[config.mk]
export PLATFORM = sky130hd
export DESIGN_NAME = intr_regbank
export DESIGN_NICKNAME = d
export VERILOG_FILES = /design/src/rtl/intr_regbank_pkg.sv /design/src/rtl/intr_regbank_decode.sv /design/src/rtl/intr_regbank_flags.sv /design/src/rtl/intr_regbank_plain.sv /design/src/rtl/intr_regbank.sv
export SDC_FILE = /design/constraint.sdc
export NUM_CORES = 1
export LEC_CHECK = 0
export BUFFER_PORTS_ARGS = -buffer_cell sky130_fd_sc_hd__buf_2
export CORE_UTILIZATION = 55
export CTS_CLUSTER_SIZE = 25
export DETAILED_ROUTE_END_ITERATION = 8
export HOLD_SLACK_MARGIN = 0.12
export PLACE_DENSITY = 0.81
export SLEW_MARGIN = 10
export SYNTH_ARGS = -nofsm -noshare
export SYNTH_HDL_FRONTEND = slang
export SYNTH_HIERARCHICAL = 1
export SYNTH_SLANG_ARGS = --single-unit
[constraint.sdc]
create_clock -name clk -period 1.7 [get_ports clk]
set_input_delay 0.255 -clock clk [delete_from_list [all_inputs] [get_ports clk]]
set_output_delay 0.255 -clock clk [all_outputs]
set_load 0.01 [all_outputs]
[src/rtl/intr_regbank_pkg.sv]
package intr_regbank_pkg;

    localparam int BYTE_W   = 8;
    localparam int FLAG_W   = 7;
    localparam int SR_BIT   = 2;
    localparam int T1_BIT   = 6;
    localparam int MODE_BIT = 7;
    localparam int N_PLAIN  = 7;
    localparam logic [FLAG_W-1:0] SRC_MASK = 7'h44;
    localparam logic [FLAG_W-1:0] EN_RST   = 7'h44;

    typedef enum logic [3:0] {
        IX_PORTB   = 4'd0,
        IX_PORTA   = 4'd1,
        IX_DIRB    = 4'd2,
        IX_DIRA    = 4'd3,
        IX_T1C_LO  = 4'd4,
        IX_T1C_HI  = 4'd5,
        IX_T1L_LO  = 4'd6,
        IX_T1L_HI  = 4'd7,
        IX_T2C_LO  = 4'd8,
        IX_T2C_HI  = 4'd9,
        IX_SHIFT   = 4'd10,
        IX_AUX     = 4'd11,
        IX_PCTL    = 4'd12,
        IX_FLAGS   = 4'd13,
        IX_ENABLES = 4'd14,
        IX_PA_NOHS = 4'd15
    } reg_idx_e;

    // Storage slot for a plain register index, or -1 when the index is not plain.
    function automatic int plain_slot(reg_idx_e ix);
        case (ix)
            IX_PORTB:   return 0;
            IX_PORTA:   return 1;
            IX_DIRB:    return 2;
            IX_DIRA:    return 3;
            IX_AUX:     return 4;
            IX_PCTL:    return 5;
            IX_PA_NOHS: return 6;
            default:    return -1;
        endcase
    endfunction

    typedef struct packed {
        logic [N_PLAIN-1:0] plain_we;
        logic               flag_we;
        logic               en_we;
        logic               clr_sr;
        logic               clr_t1;
    } dec_t;

endpackage

[src/rtl/intr_regbank_decode.sv]
module intr_regbank_decode
    import intr_regbank_pkg::*;
(
    input  logic     acc,
    input  logic     wr,
    input  reg_idx_e idx,
    output dec_t     dec
);

    always_comb begin
        dec = '0;
        if (acc && wr) begin
            dec.flag_we = (idx == IX_FLAGS);
            dec.en_we   = (idx == IX_ENABLES);
            for (int s = 0; s < N_PLAIN; s++) begin
                dec.plain_we[s] = (plain_slot(idx) == s);
            end
        end
        if (acc && !wr) begin
            dec.clr_sr = (idx == IX_SHIFT);
            dec.clr_t1 = (idx == IX_T1C_LO) || (idx == IX_T1C_HI);
        end
    end

endmodule

[src/rtl/intr_regbank_flags.sv]
module intr_regbank_flags
    import intr_regbank_pkg::*;
(
    input  logic              clk,
    input  logic              rst_n,
    input  logic              set_sr,
    input  logic              set_t1,
    input  logic              flag_we,
    input  logic              en_we,
    input  logic              clr_sr,
    input  logic              clr_t1,
    input  logic [BYTE_W-1:0] wdata,
    output logic [FLAG_W-1:0] flags,
    output logic [FLAG_W-1:0] enables,
    output logic              irq
);

    typedef struct packed {
        logic [FLAG_W-1:0] flg;
        logic [FLAG_W-1:0] en;
    } st_t;

    st_t st_d, st_q;

    always_comb begin
        logic [FLAG_W-1:0] clr_v;
        logic [FLAG_W-1:0] set_v;
        clr_v = '0;
        set_v = '0;
        if (flag_we) clr_v = wdata[FLAG_W-1:0];
        if (clr_sr)  clr_v[SR_BIT] = 1'b1;
        if (clr_t1)  clr_v[T1_BIT] = 1'b1;
        set_v[SR_BIT] = set_sr;
        set_v[T1_BIT] = set_t1;

        st_d     = st_q;
        st_d.flg = (st_q.flg & ~clr_v) | set_v;
        if (en_we) begin
            if (wdata[MODE_BIT]) st_d.en = st_q.en | wdata[FLAG_W-1:0];
            else                 st_d.en = st_q.en & ~wdata[FLAG_W-1:0];
        end
    end

    always_ff @(posedge clk or negedge rst_n) begin
        if (!rst_n) begin
            st_q.flg <= '0;
            st_q.en  <= EN_RST;
        end else begin
            st_q <= st_d;
        end
    end

    assign flags   = st_q.flg;
    assign enables = st_q.en;
    assign irq     = |(st_q.flg & st_q.en & SRC_MASK);

endmodule

[src/rtl/intr_regbank_plain.sv]
module intr_regbank_plain #(
    parameter int N = 7,
    parameter int W = 8
) (
    input  logic                clk,
    input  logic                rst_n,
    input  logic [N-1:0]        we,
    input  logic [W-1:0]        wdata,
    output logic [N-1:0][W-1:0] rd
);

    for (genvar g = 0; g < N; g++) begin : g_slot
        logic [W-1:0] val_d, val_q;

        always_comb begin
            val_d = we[g] ? wdata : val_q;
        end

        always_ff @(posedge clk or negedge rst_n) begin
            if (!rst_n) val_q <= '0;
            else        val_q <= val_d;
        end

        assign rd[g] = val_q;
    end

endmodule

[src/rtl/intr_regbank.sv]
module intr_regbank
    import intr_regbank_pkg::*;
#(
    parameter int ADDR_W  = 16,
    parameter int IDX_LSB = 9
) (
    input  logic              clk,
    input  logic              rst_n,
    input  logic              bus_sel,
    input  logic              bus_we,
    input  logic [ADDR_W-1:0] bus_addr,
    input  logic [7:0]        bus_wdata,
    output logic [7:0]        bus_rdata,
    input  logic              shift_set,
    input  logic              t1_set,
    input  logic [15:0]       t1_count,
    input  logic [15:0]       t1_latch,
    input  logic [15:0]       t2_count,
    input  logic [7:0]        shift_value,
    output logic              irq
);

    localparam int IDX_W = 4;

    reg_idx_e                        reg_idx;
    dec_t                            dec;
    logic [FLAG_W-1:0]               flag_vec;
    logic [FLAG_W-1:0]               en_vec;
    logic [N_PLAIN-1:0][BYTE_W-1:0]  plain_rd;
    logic                            unused_addr;

    assign reg_idx     = reg_idx_e'(bus_addr[IDX_LSB +: IDX_W]);
    assign unused_addr = ^bus_addr;

    intr_regbank_decode u_dec (
        .acc (bus_sel),
        .wr  (bus_we),
        .idx (reg_idx),
        .dec (dec)
    );

    intr_regbank_flags u_flags (
        .clk     (clk),
        .rst_n   (rst_n),
        .set_sr  (shift_set),
        .set_t1  (t1_set),
        .flag_we (dec.flag_we),
        .en_we   (dec.en_we),
        .clr_sr  (dec.clr_sr),
        .clr_t1  (dec.clr_t1),
        .wdata   (bus_wdata),
        .flags   (flag_vec),
        .enables (en_vec),
        .irq     (irq)
    );

    intr_regbank_plain #(.N(N_PLAIN), .W(BYTE_W)) u_plain (
        .clk   (clk),
        .rst_n (rst_n),
        .we    (dec.plain_we),
        .wdata (bus_wdata),
        .rd    (plain_rd)
    );

    always_comb begin
        case (reg_idx)
            IX_T1C_LO:  bus_rdata = t1_count[7:0];
            IX_T1C_HI:  bus_rdata = t1_count[15:8];
            IX_T1L_LO:  bus_rdata = t1_latch[7:0];
            IX_T1L_HI:  bus_rdata = t1_latch[15:8];
            IX_T2C_LO:  bus_rdata = t2_count[7:0];
            IX_T2C_HI:  bus_rdata = t2_count[15:8];
            IX_SHIFT:   bus_rdata = shift_value;
            IX_FLAGS:   bus_rdata = {1'b0, flag_vec};
            IX_ENABLES: bus_rdata = {1'b0, en_vec};
            default: begin
                bus_rdata = '0;
                for (int s = 0; s < N_PLAIN; s++) begin
                    if (plain_slot(reg_idx) == s) bus_rdata = plain_rd[s];
                end
            end
        endcase
    end

endmodule

==> impl_metrics.py, run 1 <==
metrics = {
    "routing": {
        "drt_pass1_iterations": 5,
        "wl_per_cell_um": 21.9,
        "antenna_left": 0,
        "drc_errors": 0,
        "num_vias": 3819,
        "drt_iter0_drc": 288,
        "routed_via_density": 6.14,
        "wl_um": 13600,
    },
    "grt": {
        "top_usage_layer": "met2",
        "first_global_vias": 3991,
        "use_met3": 0.0884,
        "grt_first_pass_wirelength_um": 21100,
        "globalRouteMet1Util": 0.447,
        "grt.overflow.total": 0,
        "antenna_found_initial": 0,
        "met2_usage": 0.551,
        "grt_max_degree": 53,
        "grt_usage": 0.340,
    },
    "synthesis": {
        "synth_area_um2": 4290,
        "ys_seq_elements": 70,
        "synth_cells": 380,
        "synth_cell_types": 43,
        "avgSynthCellArea_um2": 11.3,
        "ys_seq_area_frac": 0.409,
        "syn_nets": 466,
        "yosysWarnings": 6,
    },
    "sta": {
        "fmax_mhz": 473,
        "relSlewSlack": 0.703,
        "fin_crit_sh": 1.24,
        "clock_skew_ps": 0,
        "finalSetupViolCount": 8,
        "finalSetupTns_ps": -2190,
        "hold_viol_final": 0,
        "setup_ws_ps": -413,
        "min_period_ps": 2110,
        "drv_slew": 0,
        "tightest_slew_ps": 446,
        "rsz0062_at_grt": "yes",
    },
    "setup_path": {
        "cp_max_fo": 2,
        "endpoint_kind": "output pin",
        "cp.arrival_ps": 1860,
        "worstSetupStartpointType": "register",
        "worstSetupPathType": "reg2out",
        "crit_path_cell_trace": "mux2_4 -> a22oi_2 -> nor2_1 -> a221oi_2 -> buf_4 -> a21oi_2 -> buf_2",
        "r2r_cells": 3,
        "max_stage_delay_ps": 400,
        "cpMaxStageDelayCell": "dfrtp_1",
        "crit_required_ps": 1440,
    },
    "die": {
        "io_pins": 95,
        "start_util": 0.578,
        "rows": 31,
        "die_x_um": 90.3,
        "core_um2": 7410,
        "die_y_um": 90.3,
        "die_area_um2": 8150,
    },
    "min_path": {
        "hold_path_depth": 2,
        "hold_path.class": "in2reg",
    },
    "run_status": {
        "status": "finished, violations left",
        "violations": "negative setup slack",
    },
    "run": {
        "maxCapViolCount": 0,
    },
    "cts": {
        "cts-buffers-inserted": 9,
        "htree_levels": 3,
        "cts_tree": "built",
        "cts_max_path_buffers": 2,
        "clk_latency_ps": 350,
        "cts-root-buf": "clkbuf_8",
        "clk_pin_slew_ps": 80,
        "clock_sinks": 70,
    },
    "pwr": {
        "leakagePower_nw": 2.63,
        "p_total_mw": 4.84,
        "peakVddDrop_mv": 0.585,
        "p_per_area_nw_per_um2": 873,
    },
    "final_layout": {
        "antenna_cells": 0,
        "drive_above_1_share": 0.512,
        "synthToLayoutAreaGrowth_pct": 29.4,
        "fin_nets": 606,
        "fillers": 518,
        "final_cells": 622,
    },
    "placed_design": {
        "dp_cells": 594,
        "dp_slack_ps": -413,
        "gp_congestion": 0.919,
        "port_buffers": 82,
        "dpl.hpwl_um": 9480,
    },
}
==> repair_timing <==
item | 4_1_cts | 5_1_grt
hold buffers | 3 | 0
buffers inserted | 8 | 3
endpoints found under the hold margin | 18 | 0
gates resized for setup | 21 | 7
setup endpoints to repair | 8 | 8
pin swaps | 9 | 6
==> metal layers <==
layer,vias to the layer above,routed length [um]
met5,-,0
met3,32,1010
li1,1684,-
met2,178,6690
met1,1925,5560
met4,0,334
==> cell usage after synthesis <==
cell / number / area share
a221oi_1: 5 / 0.010
a21boi_0: 5 / 0.0088
buf_2: 15 / 0.018
nand2_1: 33 / 0.029
dfrtp_1: 68 / 0.40
mux2i_1: 9 / 0.021
o221ai_1: 2 / 0.0041
a222oi_1: 1 / 0.0023
o32ai_1: 1 / 0.0020
o2bb2ai_1: 1 / 0.0020
mux2_2: 15 / 0.039
nand4_1: 1 / 0.0015
and3_1: 1 / 0.0015
a21oi_1: 18 / 0.021
o21ai_0: 24 / 0.028
dfstp_2: 2 / 0.012
and2_4: 1 / 0.0020
a221oi_2: 2 / 0.0070
a22o_1: 6 / 0.012
nor2_1: 17 / 0.015
a31oi_1: 3 / 0.0044
buf_6: 9 / 0.024
nor4b_2: 1 / 0.0035
and4_1: 1 / 0.0020
mux2_1: 7 / 0.018
a2bb2oi_1: 8 / 0.016
a211oi_1: 3 / 0.0053
buf_4: 2 / 0.0035
mux2_4: 56 / 0.20
a21o_1: 2 / 0.0035
and2_1: 2 / 0.0029
nand2b_1: 4 / 0.0058
a311o_1: 3 / 0.0070
inv_1: 5 / 0.0044
a221o_1: 2 / 0.0047
clkbuf_1: 6 / 0.0053
nor3_1: 10 / 0.012
nand3_1: 6 / 0.0070
o211ai_1: 4 / 0.0070
a22oi_1: 12 / 0.021
nand4bb_1: 1 / 0.0026
nor2b_1: 4 / 0.0058
a31o_2: 2 / 0.0041
==> metrics by stage <==
stage | hold WS, ps | cell area, um^2 | utilization
after global placement | 221 | 5140 | 0.694
after floorplan | -40.6 | 4290 | -
final | 256 | 5550 | 0.749
after CTS | 241 | 5500 | 0.742
after detailed placement | 221 | 5140 | 0.694
after global routing | 252 | 5550 | 0.749
==> power by group <==
| group | leakage (nW) | switching, mW | total [mW] | internal, mW |
|---|---|---|---|---|
| combinational | 1.64 | 0.542 | 1.36 | 0.813 |
| sequential | 0.891 | 0.189 | 2.14 | 1.95 |
| clock | 0.0980 | 0.646 | 1.35 | 0.699 |
| total | 2.63 | 1.38 | 4.84 | 3.47 |
==> sequential cells by signal, summed over array words and instances, names as in the netlist, named ones only <==
register and cells:
u_plain/g_slot.val_q 56, u_flags/flags 7
==> final cells by class <==
cell class	count	area [um^2]	area share
clock buffer	10	138	0.0248
clock inverter	4	48.8	0.00880
timing repair buffer	161	1070	0.193
multi-input combinational	273	2390	0.431
tap	99	124	0.0223
sequential	70	1750	0.316
inverter	5	18.8	0.00338
==> critical path, delay by kind of cell (launching register included) <==
family | cells | cell delay, ps
multiplexers | 1 | 280
flip-flops | 1 | 400
buffers and inverters | 2 | 330
AO/OA/AOI/OAI | 3 | 400
AND/OR/NAND/NOR | 1 | 90
==> cell usage in the layout (no fill, tap or decap), types with 3 or more instances in the layout <==
master | netlist | final
a21oi_2 | 0 | 3
inv_1 | 5 | 5
a221oi_2 | 2 | 6
nor2b_1 | 4 | 4
buf_2 | 15 | 81
nand2_1 | 33 | 31
dfrtp_1 | 68 | 68
a22o_1 | 6 | 6
a22oi_1 | 12 | 7
o21ai_0 | 24 | 20
a2bb2oi_1 | 8 | 8
mux2i_1 | 9 | 9
o211ai_1 | 4 | 4
nand3_1 | 6 | 6
a31oi_1 | 3 | 3
buf_12 | 0 | 4
nor2_1 | 17 | 15
dlygate4sd3_1 | 0 | 3
buf_4 | 2 | 71
o21ai_1 | 0 | 4
mux2_1 | 7 | 7
nand2b_1 | 4 | 4
a311o_1 | 3 | 3
nor3_1 | 10 | 10
mux2_2 | 15 | 11
mux2_4 | 56 | 60
a21boi_0 | 5 | 5
a22oi_2 | 0 | 5
clkbuf_8 | 0 | 10
a21oi_1 | 18 | 15
a211oi_1 | 3 | 3
==> kinds of logic (layout without fill, tap and decap cells) <==
| family | after synthesis | in the layout | synth area share |
|---|---|---|---|
| AOI/OAI and AO/OA | 104 | 104 | 0.171 |
| buffers and inverters | 37 | 180 | 0.0543 |
| DFF | 70 | 70 | 0.409 |
| and+or+nand+nor | 82 | 82 | 0.0902 |
| muxes | 87 | 87 | 0.275 |
==> path summary, 6_finish.rpt <==
path | endpoint | start | slack [ps]
hold / removal | u_flags/flags[5]$_DFF_PN0_ | bus_wdata[5] | 260
min in group asynchronous | u_plain/g_slot[0].val_q[0]$_DFFE_PN0P_ | rst_n | 370
max in group asynchronous | u_plain/g_slot[1].val_q[3]$_DFFE_PN0P_ | rst_n | 710
hold reg to reg | register | register | 500
setup reg to reg | u_plain/g_slot[0].val_q[4]$_DFFE_PN0P_ | u_plain/g_slot[0].val_q[4]$_DFFE_PN0P_ | 680
setup / recovery | bus_rdata[0] | u_plain/g_slot[0].val_q[0]$_DFFE_PN0P_ | -410
No activity file was read; power rests on OpenSTA's default activity.
==> run 2, diff against run 1 <==
--- a/config.mk
+++ b/config.mk
@@ -5,12 +5,13 @@
 export SDC_FILE = /design/constraint.sdc
 export NUM_CORES = 1
 export LEC_CHECK = 0
-export BUFFER_PORTS_ARGS = -buffer_cell sky130_fd_sc_hd__buf_2
-export CORE_UTILIZATION = 55
+export CORE_UTILIZATION = 62
 export CTS_CLUSTER_SIZE = 25
 export DETAILED_ROUTE_END_ITERATION = 8
+export DONT_BUFFER_PORTS = 1
 export HOLD_SLACK_MARGIN = 0.12
-export PLACE_DENSITY = 0.81
+export PLACE_DENSITY = 0.78
+export RECOVER_POWER = 100
 export SLEW_MARGIN = 10
 export SYNTH_ARGS = -nofsm -noshare
 export SYNTH_HDL_FRONTEND = slang
==> impl_metrics.py, run 2 (synthesized netlist as in run 1, its figures left out) <==
metrics = {
    "cts": {
        "cts_hold_buf": 12,
        "cts-buffers-inserted": 9,
        "cts-root-buf": "clkbuf_8",
        "cts_max_path_buffers": 2,
        "cts_tree": "built",
        "clk_pin_slew_ps": 80,
        "clk_latency_ps": 350,
        "clock_sinks": 70,
        "htree_levels": 3,
    },
    "die": {
        "start_util": 0.660,
        "io_pins": 95,
        "die_y_um": 85.1,
        "die_area_um2": 7250,
        "core_um2": 6490,
        "rows": 29,
        "die_x_um": 85.1,
    },
    "routing": {
        "num_vias": 3361,
        "wl_per_cell_um": 23.0,
        "antenna_left": 0,
        "drc_errors": 0,
        "drt_iter0_drc": 266,
        "routed_via_density": 6.75,
        "wl_um": 11500,
        "drt_pass1_iterations": 5,
    },
    "grt": {
        "use_met3": 0.0749,
        "first_global_vias": 3312,
        "globalRouteMet1Util": 0.472,
        "grt_first_pass_wirelength_um": 18100,
        "grt_max_degree": 71,
        "met2_usage": 0.493,
        "top_usage_layer": "met2",
        "grt.overflow.total": 0,
        "antenna_found_initial": 1,
        "grt_usage": 0.332,
    },
    "pwr": {
        "peakVddDrop_mv": 0.777,
        "p_total_mw": 4.35,
        "p_per_area_nw_per_um2": 921,
        "leakagePower_nw": 2.06,
    },
    "min_path": {
        "hold_path.class": "in2async",
    },
    "run_status": {
        "status": "finished, violations left",
        "violations": "negative hold slack, negative setup slack",
    },
    "sta": {
        "drv_slew": 0,
        "setup_ws_ps": -377,
        "fmax_mhz": 481,
        "relSlewSlack": 0.538,
        "tightest_slew_ps": 694,
        "hold_slack_ps": -416,
        "fin_crit_sh": 1.22,
        "clock_skew_ps": 0,
        "finalSetupViolCount": 8,
        "finalSetupTns_ps": -1990,
        "rsz0062_at_grt": "yes",
        "min_period_ps": 2080,
        "hold_viol_final": 70,
    },
    "setup_path": {
        "max_stage_delay_ps": 380,
        "worstSetupPathType": "reg2out",
        "cp_max_fo": 2,
        "cp.arrival_ps": 1820,
        "cp_num_buf_inv": 2,
        "crit_path_cell_trace": "mux2_4 -> a22oi_2 -> nor2_1 -> a221oi_2 -> buf_4 -> a31oi_4 -> buf_6",
        "worstSetupStartpointType": "register",
        "cpMaxStageDelayCell": "dfrtp_1",
        "path_delay_family": "compound AO/OA/AOI/OAI gates",
        "crit_required_ps": 1440,
        "endpoint_kind": "output pin",
    },
    "final_layout": {
        "finalInstanceArea_um2": 4730,
        "synthToLayoutAreaGrowth_pct": 10.3,
        "final_core_util": 0.728,
        "largest_register_ffs": 56,
        "final_cell_mix": "68 x dfrtp_1, 58 x mux2_1, 36 x buf_4, 32 x nand2_1, 24 x o21ai_0",
        "final_common_cell": "dfrtp_1",
        "top_register": "u_plain/g_slot.val_q",
        "drive_above_1_share": 0.229,
        "fin_nets": 501,
    },
    "placed_design": {
        "gp_congestion": 0.893,
        "dpl.hpwl_um": 7410,
        "port_buffers": 0,
        "place_area_um2": 4470,
    },
    "run": {
        "maxCapViolCount": 0,
    },
}
## run 2: per-stage QoR
stage                     instances  worst slack (ps)
after floorplan                 380               105
after global placement          463             -10.6
after detailed placement        463             -35.4
after CTS                       495              -335
after global routing            497              -444
final                           498              -377
## run 2: cell type report
type	instances	area [um^2]
antenna	1	2.50
sequential	70	1750
clock inverter	6	61.3
tap	77	96.3
clock buffer	10	138
inverter	5	18.8
multi-input combinational	273	2210
timing repair buffer	56	444
fill	480	1770
## run 2: path summary, 6_finish.rpt
path	startpoint	endpoint	slack [ps]	depth (start not counted)
min	rst_n	u_plain/g_slot[3].val_q[7]$_DFFE_PN0P_	-420	0
max reg2reg	u_flags/flags[6]$_DFF_PN0_	u_flags/flags[6]$_DFF_PN0_	290	3
min reg2reg	u_plain/g_slot[0].val_q[7]$_DFFE_PN0P_	u_plain/g_slot[0].val_q[7]$_DFFE_PN0P_	490	1
max	u_plain/g_slot[0].val_q[1]$_DFFE_PN0P_	bus_rdata[1]	-380	7
max in group asynchronous	rst_n	async pin	1920	0
min in group clk	bus_addr[10]	u_plain/g_slot[0].val_q[5]$_DFFE_PN0P_	180	2
## run 2: per-layer routing
metal | vias to the layer above | routed length, um
met5 | - | 0
met4 | 0 | 330
met3 | 34 | 911
met2 | 188 | 5290
met1 | 1645 | 4930
li1 | 1494 | -
## run 2: where the power goes
part | internal, mW | switching [mW]
Sequential | 1.95 | 0.155
Combinational | 0.510 | 0.375
Clock | 0.712 | 0.651
Total | 3.17 | 1.18
## run 2: repair_timing
item                                    in CTS  in global routing
pin swaps                                   10                  4
resized for setup                           11                  9
endpoints found under the setup margin       8                  8
hold endpoints to repair                   140                 70
setup buffers                                4                  2
## run 2: worst reg2reg max path, stage by stage (launching register included)
cell	delay, ps
dfrtp_1	430
clkbuf_1	130
a31o_2	190
dlygate4sd3_1	540
